[src/rtl/evt_state_pkg.sv]
// Package: shared operation codes and the P/Q next-state function.
// Assumes the P/Q pair is packed as {P, Q}.
package evt_state_pkg;

    typedef enum logic [2:0] {
        OP_NONE    = 3'd0,
        OP_TRIGGER = 3'd1,
        OP_EOI     = 3'd2,
        OP_QUERY   = 3'd3,
        OP_FORCE   = 3'd4
    } evt_op_e;

    typedef struct packed {
        logic [1:0] pq;
        logic       fire;
    } evt_step_t;

    // Next state and notification for one operation on one source.
    function automatic evt_step_t evt_next(evt_op_e op, logic [1:0] cur, logic [1:0] val);
        evt_step_t r;
        r.pq   = cur;
        r.fire = 1'b0;
        case (op)
            OP_TRIGGER: begin
                if (cur == 2'b00) begin
                    r.pq   = 2'b10;
                    r.fire = 1'b1;
                end else if (cur[1]) begin
                    r.pq = 2'b11;
                end
            end
            OP_EOI: begin
                if (cur == 2'b11) begin
                    r.pq   = 2'b10;
                    r.fire = 1'b1;
                end else if (cur == 2'b10) begin
                    r.pq = 2'b00;
                end
            end
            OP_FORCE: r.pq = val;
            default:  r.pq = cur;
        endcase
        return r;
    endfunction

endpackage

[src/rtl/evt_state_decode.sv]
// Module: address decoder.
// Turns one bus request into a source index and an operation, applying
// the per-source split-page and store-EOI options.
// Assumes address layout {index, page, 12-bit offset}.
module evt_state_decode
    import evt_state_pkg::*;
#(
    parameter int NUM_SRC = 4,
    parameter int SRC_W = 2,
    parameter int OFF_W = 12,
    parameter int ADDR_W = SRC_W + 1 + OFF_W,
    parameter logic [NUM_SRC-1:0] STORE_EOI_EN = '1,
    parameter logic [NUM_SRC-1:0] SPLIT_PAGE = '0
) (
    input  logic              req,
    input  logic              we,
    input  logic [ADDR_W-1:0] addr,
    output logic              hit,
    output logic [SRC_W-1:0]  src,
    output evt_op_e           op,
    output logic [1:0]        force_val
);

    logic [OFF_W-1:0] off;
    logic             page;
    logic             in_range;
    logic             split_bit;
    logic             seoi_bit;
    evt_op_e          raw_op;

    assign src       = addr[ADDR_W-1 -: SRC_W];
    assign page      = addr[OFF_W];
    assign off       = addr[OFF_W-1:0];
    assign force_val = off[9:8];

    // Look up the per-source options without indexing past NUM_SRC.
    always_comb begin
        in_range  = 1'b0;
        split_bit = 1'b0;
        seoi_bit  = 1'b0;
        for (int i = 0; i < NUM_SRC; i++) begin
            if (src == SRC_W'(i)) begin
                in_range  = 1'b1;
                split_bit = SPLIT_PAGE[i];
                seoi_bit  = STORE_EOI_EN[i];
            end
        end
    end

    // Select the operation from offset bits [11:10] and the direction.
    always_comb begin
        raw_op = OP_NONE;
        case (off[11:10])
            2'b00: begin
                if (we)
                    raw_op = OP_TRIGGER;
                else if (off[9:0] == 10'd0)
                    raw_op = OP_EOI;
            end
            2'b01: if (we && off[9:0] == 10'd0 && seoi_bit) raw_op = OP_EOI;
            2'b10: if (!we && off[9:0] == 10'd0) raw_op = OP_QUERY;
            default: if (!we && off[7:0] == 8'd0) raw_op = OP_FORCE;
        endcase
    end

    // Apply request, range and page-0 restriction.
    always_comb begin
        op = OP_NONE;
        if (req && in_range) begin
            if (split_bit && !page && raw_op != OP_TRIGGER)
                op = OP_NONE;
            else
                op = raw_op;
        end
        hit = (op != OP_NONE);
    end

endmodule

[src/rtl/evt_state_cell.sv]
// Module: one source's P/Q state register.
// Updates on a selected, decoded operation and reports whether that
// operation produces a notification.
// Assumes op is OP_NONE unless a decoded access targets this source.
module evt_state_cell
    import evt_state_pkg::*;
(
    input  logic       clk,
    input  logic       rst_n,
    input  logic       sel,
    input  evt_op_e    op,
    input  logic [1:0] force_val,
    output logic [1:0] pq,
    output logic       fire
);

    evt_step_t step;

    // Compute the next state for the current operation.
    always_comb step = evt_next(op, pq, force_val);

    assign fire = sel & step.fire;

    // Hold the state; reset to masked.
    always_ff @(posedge clk) begin
        if (!rst_n)
            pq <= 2'b01;
        else if (sel)
            pq <= step.pq;
    end

endmodule

[src/rtl/evt_state_buf.sv]
// Module: interrupt event state buffer, top level.
// Decodes each bus access, applies it to one source cell in the same
// edge it reads the old state (atomic), and registers the response and
// any notification one cycle after the request.
// Assumes one request per cycle at most and no back-pressure.
module evt_state_buf
    import evt_state_pkg::*;
#(
    parameter int NUM_SRC = 4,
    parameter int DATA_W = 64,
    parameter logic [NUM_SRC-1:0] STORE_EOI_EN = '1,
    parameter logic [NUM_SRC-1:0] SPLIT_PAGE = '0,
    localparam int SRC_W = (NUM_SRC > 1) ? $clog2(NUM_SRC) : 1,
    localparam int OFF_W = 12,
    localparam int ADDR_W = SRC_W + 1 + OFF_W
) (
    input  logic              clk,
    input  logic              rst_n,
    input  logic              bus_req,
    input  logic              bus_we,
    input  logic [ADDR_W-1:0] bus_addr,
    input  logic [DATA_W-1:0] bus_wdata,
    output logic              bus_ack,
    output logic [DATA_W-1:0] bus_rdata,
    output logic              notify_valid,
    output logic [SRC_W-1:0]  notify_src
);

    logic             hit;
    logic [SRC_W-1:0] src;
    evt_op_e          op;
    logic [1:0]       force_val;
    logic [1:0]       pq_q [NUM_SRC];
    logic [NUM_SRC-1:0] fire_c;
    logic [1:0]       old_pq;
    logic [DATA_W-1:0] rdata_d;
    logic             unused_wdata;

    assign unused_wdata = ^bus_wdata;

    evt_state_decode #(
        .NUM_SRC     (NUM_SRC),
        .SRC_W       (SRC_W),
        .OFF_W       (OFF_W),
        .ADDR_W      (ADDR_W),
        .STORE_EOI_EN(STORE_EOI_EN),
        .SPLIT_PAGE  (SPLIT_PAGE)
    ) u_dec (
        .req      (bus_req),
        .we       (bus_we),
        .addr     (bus_addr),
        .hit      (hit),
        .src      (src),
        .op       (op),
        .force_val(force_val)
    );

    for (genvar g = 0; g < NUM_SRC; g++) begin : g_cell
        logic    sel_g;
        evt_op_e op_g;
        assign sel_g = hit && (src == SRC_W'(g));
        assign op_g  = sel_g ? op : OP_NONE;
        evt_state_cell u_cell (
            .clk      (clk),
            .rst_n    (rst_n),
            .sel      (sel_g),
            .op       (op_g),
            .force_val(force_val),
            .pq       (pq_q[g]),
            .fire     (fire_c[g])
        );
    end

    // Pick the addressed source's state before update.
    always_comb begin
        old_pq = 2'b00;
        for (int i = 0; i < NUM_SRC; i++)
            if (src == SRC_W'(i)) old_pq = pq_q[i];
    end

    // Form read data: old state for decoded loads, all-ones otherwise.
    always_comb begin
        if (hit && !bus_we)
            rdata_d = {{(DATA_W-2){1'b0}}, old_pq};
        else
            rdata_d = '1;
    end

    // Register the response and the notification.
    always_ff @(posedge clk) begin
        if (!rst_n) begin
            bus_ack      <= 1'b0;
            bus_rdata    <= '1;
            notify_valid <= 1'b0;
            notify_src   <= '0;
        end else begin
            bus_ack      <= bus_req;
            bus_rdata    <= rdata_d;
            notify_valid <= |fire_c;
            notify_src   <= (|fire_c) ? src : notify_src;
        end
    end

endmodule

[config.mk]
export PLATFORM = sky130hd
export DESIGN_NAME = evt_state_buf
export DESIGN_NICKNAME = d
export VERILOG_FILES = /design/src/rtl/evt_state_pkg.sv /design/src/rtl/evt_state_decode.sv /design/src/rtl/evt_state_cell.sv /design/src/rtl/evt_state_buf.sv
export SDC_FILE = /design/constraint.sdc
export NUM_CORES = 1
export LEC_CHECK = 0
export ABC_CLOCK_PERIOD_IN_PS = 2300
export BUFFER_PORTS_ARGS = -buffer_cell sky130_fd_sc_hd__buf_2
export CAP_MARGIN = 20
export CORE_MARGIN = 2
export CORE_UTILIZATION = 37
export CTS_CLUSTER_DIAMETER = 80
export DETAILED_ROUTE_END_ITERATION = 8
export PLACE_DENSITY = 0.85
export SYNTH_ARGS = -nofsm -noshare
export SYNTH_HDL_FRONTEND = slang
export SYNTH_SLANG_ARGS = --single-unit
[constraint.sdc]
create_clock -name clk -period 2.3 [get_ports clk]
set_clock_uncertainty 0.1 [all_clocks]
set_input_delay 0.23 -clock clk [delete_from_list [all_inputs] [get_ports clk]]
set_output_delay 0.23 -clock clk [all_outputs]
set_load 0.005 [all_outputs]
After elaboration in Yosys (flattened, before gate mapping)
Index checks and enable logic that the tools add are counted.
W data, S select, Z words.

storage, ports and cells
  output and inout port bits = 68
  register bits = 76

cells by class
  bitwise logic cells = 4
  eq/ne operators = 33
  mux-type cells = 52
  reductions and logical operators = 34

operators by type and width
  kind                  count
  $mux W64              1
  $mux W2               23
  $ne A3 B1 Y1 const B  8
  $pmux W2 S3           4
  $eq A2 B2 Y1 const B  11
  $mux W3               7
  $reduce_and A4 Y1     4
  $reduce_bool A3 Y1    5
  $eq A3 B1 Y1 const B  4
  $eq A3 B2 Y1 const B  4
  $eq A3 B3 Y1 const B  4
  $logic_not A2 Y1      6
  $mux W1               12
  $reduce_and A3 Y1     4
  $logic_and A1 B1 Y1   10
  $logic_not A10 Y1     1
  $pmux W3 S3           1
  $logic_not A8 Y1      1
  $pmux W1 S2           4
  $and A1 B1 Y1         4
  $eq A2 B1 Y1 const B  2
  $reduce_or A4 Y1      1
  $reduce_and A2 Y1     1
  $logic_not A1 Y1      1

Logic depth before layout (Yosys ltp)
  depth after elaboration = 16
  depth in mapped cells = 6

Hierarchy
Synthesis repeated with hierarchy kept, for this count alone.

unflattened totals
  cells, all modules = 237
  area total of the unflattened synthesis = 1934.4 um^2

by module, submodules not included
  module            cells an instance  times used  area an instance (um^2)
  evt_state_cell    28                 4           221.5
  evt_state_buf     100                1           843.3
  evt_state_decode  25                 1           205.2

Least setup slack after synthesis
OpenSTA, ideal clock, no wires.

  path kind = register to output
  start point = register, netlist name bus_rdata[62]
  end point = output bus_rdata[10]
  data arrival time = 1.556 ns
  slack = 0.414 ns
  stages on the path, launching flop included = 2
  cell sequence = dfxtp_1 -> buf_4

RTL lines
  item           line                 RTL
  end, declared  evt_state_buf.sv:24  output logic [DATA_W-1:0] bus_rdata,

Final worst setup path
  start point = input bus_addr[1]
  end point = register g_cell[1].u_cell.pq[1]

on the way
  word-level cells in the longest chain between the ends = 12

RTL lines
  item                                                                 line                                                                    RTL
  start, declared                                                      evt_state_buf.sv:21                                                     input logic [ADDR_W-1:0] bus_addr,
  $logic_not A10 Y1                                                    evt_state_decode.sv:57, evt_state_decode.sv:60, evt_state_decode.sv:61
  $logic_and A1 B1 Y1 (2 in a row)                                     evt_state_decode.sv:60                                                  2'b01: if (we && off[9:0] == 10'd0 && seoi_bit) raw_op = OP_EOI;
  $mux W2                                                              evt_state_decode.sv:60
  $pmux W3 S3 (*)                                                      evt_state_decode.sv:53                                                  case (off[11:10])
  $mux W3 (*)                                                          evt_state_decode.sv:69                                                  if (req && in_range) begin
  $reduce_bool A3 Y1                                                   evt_state_decode.sv:75                                                  hit = (op != OP_NONE);
  $logic_and A1 B1 Y1                                                  evt_state_buf.sv:61                                                     assign sel_g = hit && (src == SRC_W'(g));
  $mux W3                                                              evt_state_buf.sv:62                                                     assign op_g = sel_g ? op : OP_NONE;
  $eq A3 B2 Y1, or another cell as far along                           evt_state_pkg.sv:23                                                     case (op)
  $ne A3 B1 Y1 (no source line) or $reduce_bool A3 Y1 (tied branches)  --
  $reduce_and A3 Y1 (no source line)                                   --
  end signal, assigned                                                 evt_state_cell.sv:29                                                    pq <= step.pq;
  end, declared                                                        evt_state_cell.sv:13                                                    output logic [1:0] pq,

Every way passes the cells marked *; elsewhere a longest branch is shown, timed or not.
A chain may end at the register's enable or synchronous reset.

==> key figures <==
Power and ir drop
  – Static power due to leakage: 0.626 nW
  – Pwr dens: 349 nW/um^2
  – Switching Share: 0.259
  – Share of power burned in combinational logic: 0.145
  – Register share of total power: 0.465
  – Clock power share: 0.390
  – Internal power summed over all cells: 0.419 mW
  – Switching power summed over all nets: 0.146 mW
  – Worst IR Drop VDD: 0.242 mV

Route
  – Via density: 5.34
  – Remaining antenna violation count after routing: 0
  – Drt wl/cell: 12.4 um
  – Vias: 1393
  – Detailed-route DRC error count: 0
  – 1st-pass router iterations: 4
  – DR iter-0 viols: 58
  – Final routed wirelength across all metal layers: 3230 um

Critical path
  – Critical path buffers and inverters: 1
  – Type of origin of the critical path: input pin
  – Critical Path Fanout Max: 10
  – Cell chain of the critical path: buf_2 -> nor4_4 -> a21oi_2 -> nor4b_4 -> and2_2 -> a311oi_1
  – Worst path arrival time: 1.81 ns
  – Crit path required time: 2.32 ns
  – Crit-path max cell delay: 0.53 ns
  – Crit Path Category: input pin to flop
  – Family of cells with the greatest summed delay on the critical path: simple AND/OR/NAND/NOR gates
  – Slowest stage cell on the critical path: sky130_fd_sc_hd__nor4b_4
  – Element type at the critical path end: flop

Floorplanning
  – Die width: 69.6 um
  – Top Ports: 151
  – Standard-cell row count: 23
  – Area of the placeable core: 4060 sq um
  – Starting density of the core: 0.393
  – Total Die Area: 4850 sq um
  – Floorplan die height: 69.6 um

Logic synthesis
  – Per-instance average area after synthesis: 8.47 sq um
  – Nets in the synthesized netlist: 271
  – #FFs+latches synth: 15
  – Netlist cell types: 45
  – Register area share after synthesis: 0.189
  – Top cell type by total area after synthesis: sky130_fd_sc_hd__buf_4
  – Portion of synthesized cell area occupied by the leading cell type: 0.292
  – Gate count of the mapped netlist: 188
  – Yosys warning count: 0
  – Netlist Area Pre-Place: 1590 sq um
  – Synth area leaders: sky130_fd_sc_hd__buf_4 (29%), sky130_fd_sc_hd__dfxtp_1 (19%), sky130_fd_sc_hd__mux4_2 (5.7%)

Cells and area
  – Fraction of layout cells with a size suffix above 1: 0.512
  – Final Net Count: 295
  – Antenna Cells: 0
  – Most used cells in the layout excluding fill and tap cells: sky130_fd_sc_hd__buf_2 (85), sky130_fd_sc_hd__dfxtp_1 (15), sky130_fd_sc_hd__nor2_1 (13)
  – Relative area change from synthesis to final layout: 1.73%
  – Number of standard cells in the layout, taps in and fillers out: 261
  – Post-route cell area: 1620 sq um
  – Commonest non-fill, non-tap cell in the layout: sky130_fd_sc_hd__buf_2

GRT
  – Maximum number of pins on one net before global-route repair: 63
  – Wire length of the first global-routing pass: 5210 um
  – Total congestion overflow: 0
  – Gr usage total: 0.126
  – Number of global-route vias before repair: 1185
  – Number of antenna violations at the first check in global routing: 0

CTS
  – Setup bufs post-CTS: 0
  – Clk slew on worst S/H paths: 0.06 ns
  – TritonCTS Buffers: 3
  – Level count of the clock H-tree: 1
  – Cts hold-fix bufs: 0
  – Worst skew pair latency: 0.25 ns
  – Number of clock sinks: 15
  – Resized Gates After CTS: 0
  – Buffer depth of the longest clock path: 2
  – Clk Tree Root Cell: sky130_fd_sc_hd__clkbuf_8
  – CTS tree: built

Timing
  – Count of final max-slew check failures: 0
  – Hold violation count in the final report: 0
  – Crit share post-route: 0.780
  – Count of endpoints failing setup in the final report: 0
  – Max Clock Freq: 0.557 GHz
  – Setup repair after global routing missed its margin: no
  – Relative slew slack: 0.616
  – Period minus WS final: 1.79 ns
  – Setup TNS: 0 ns
  – Actual slew at the worst max-slew pin: 0.571 ns

Placed design
  – Total instance count after detailed placement: 257
  – Routability congestion estimate from global placement: 0.850
  – HPWL after DPL: 2430 um
  – Number of I/O port buffers: 85
  – Area after DPL: 1580 sq um

Worst hold path
  – Type of the tightest min-delay check: input pin to flop

Job
  – Number of violations of the max-capacitance limit: 0

Outcome
  – Result of the run: finished, final reports clean
==> cell families after synthesis <==
group,share of synthesized area
buf+inv,0.331
compound gates,0.186
simple gates,0.193
flops,0.189
mux,0.0951
xor+xnor,0.00550
==> power by group through the flow <==
| stage | sequential (mW) | clock (mW) | combinational, mW |
|---|---|---|---|
| after floorplan | 0.269 | 0 | 0.0534 |
| after global placement | 0.269 | 0 | 0.0791 |
| after detailed placement | 0.269 | 0 | 0.0819 |
| after CTS | 0.263 | 0.225 | 0.0821 |
| after global routing | 0.263 | 0.237 | 0.0903 |
| final | 0.263 | 0.220 | 0.0821 |
==> Yosys cell counts <==
master                       n
sky130_fd_sc_hd__a31oi_1     5
sky130_fd_sc_hd__and4_4      1
sky130_fd_sc_hd__o21ai_0    12
sky130_fd_sc_hd__nand2b_1    3
sky130_fd_sc_hd__nor2b_1     2
sky130_fd_sc_hd__clkbuf_1    1
sky130_fd_sc_hd__a21oi_2     1
sky130_fd_sc_hd__mux2_2      1
sky130_fd_sc_hd__nor4_4      2
sky130_fd_sc_hd__o31ai_1     2
sky130_fd_sc_hd__nand3_1     1
sky130_fd_sc_hd__o211ai_1    4
sky130_fd_sc_hd__a311oi_1    2
sky130_fd_sc_hd__and4bb_2    1
sky130_fd_sc_hd__clkbuf_8    2
sky130_fd_sc_hd__a211oi_1    2
sky130_fd_sc_hd__or2b_2      1
sky130_fd_sc_hd__and3_1      2
sky130_fd_sc_hd__a21oi_1     9
sky130_fd_sc_hd__mux2i_1     5
sky130_fd_sc_hd__mux4_2      4
sky130_fd_sc_hd__and2_1      1
sky130_fd_sc_hd__xnor2_1     1
sky130_fd_sc_hd__nor3_1      2
sky130_fd_sc_hd__nor2_1     13
sky130_fd_sc_hd__and4b_2     1
sky130_fd_sc_hd__o2111ai_1   1
sky130_fd_sc_hd__clkinv_1    1
sky130_fd_sc_hd__and4_1      1
sky130_fd_sc_hd__buf_4      62
sky130_fd_sc_hd__inv_1       3
sky130_fd_sc_hd__nand4_1     2
sky130_fd_sc_hd__nor4b_1     1
sky130_fd_sc_hd__a2bb2oi_1   1
sky130_fd_sc_hd__nor4b_4     1
sky130_fd_sc_hd__and3b_2     1
sky130_fd_sc_hd__dfxtp_1    15
sky130_fd_sc_hd__buf_6       1
sky130_fd_sc_hd__buf_2       1
sky130_fd_sc_hd__and2_2      2
sky130_fd_sc_hd__a21o_2      1
sky130_fd_sc_hd__nor4_1      1
sky130_fd_sc_hd__o21a_1      4
sky130_fd_sc_hd__a31o_2      2
sky130_fd_sc_hd__nand2_1     6
==> state kept, by name (all words and copies together), names as in the netlist <==
register          cells
bus_ack               1
bus_rdata             3
g_cell.u_cell.pq      8
notify_src            2
notify_valid          1
==> cell type report <==
| class | instances | area, sq um |
|---|---|---|
| timing repair buffer | 86 | 433 |
| sequential | 15 | 300 |
| inverter | 4 | 15.0 |
| fill | 413 | 2440 |
| tap | 50 | 62.6 |
| multi-input combinational | 102 | 764 |
| clock buffer | 4 | 45.0 |
==> worst paths after layout <==
check | start | endpoint | slack, ns | depth (start not counted)
worst max register to register | g_cell[2].u_cell.pq[1] | notify_src[1] | 0.56 | 5
worst min register to register | notify_src[1] | notify_src[1] | 0.40 | 2
worst max-delay path | bus_addr[1] | g_cell[1].u_cell.pq[1] | 0.51 | 6
worst min-delay path | bus_req | bus_ack | 0.14 | 2
==> metal layers <==
| layer | routed length, um | global-route usage | vias up |
|---|---|---|---|
| met2 | 1560 | 0.237 | 106 |
| met3 | 396 | 0.0189 | 11 |
| met1 | 1210 | 0.145 | 619 |
| met5 | 0 | 0 | - |
| li1 | - | - | 657 |
| met4 | 63 | 0.0427 | 0 |
==> per-stage QoR <==
stage,setup slack (ns),util,hold WS (ns),power [mW]
after floorplan,0.414,-,0.251,0.323
after global placement,0.298,0.388,0.375,0.348
after detailed placement,0.256,0.388,0.396,0.351
after CTS,0.527,0.399,0.138,0.569
after global routing,0.322,0.399,0.143,0.590
final,0.505,0.399,0.137,0.565
Note: power is estimated with default switching activity, not from simulation.
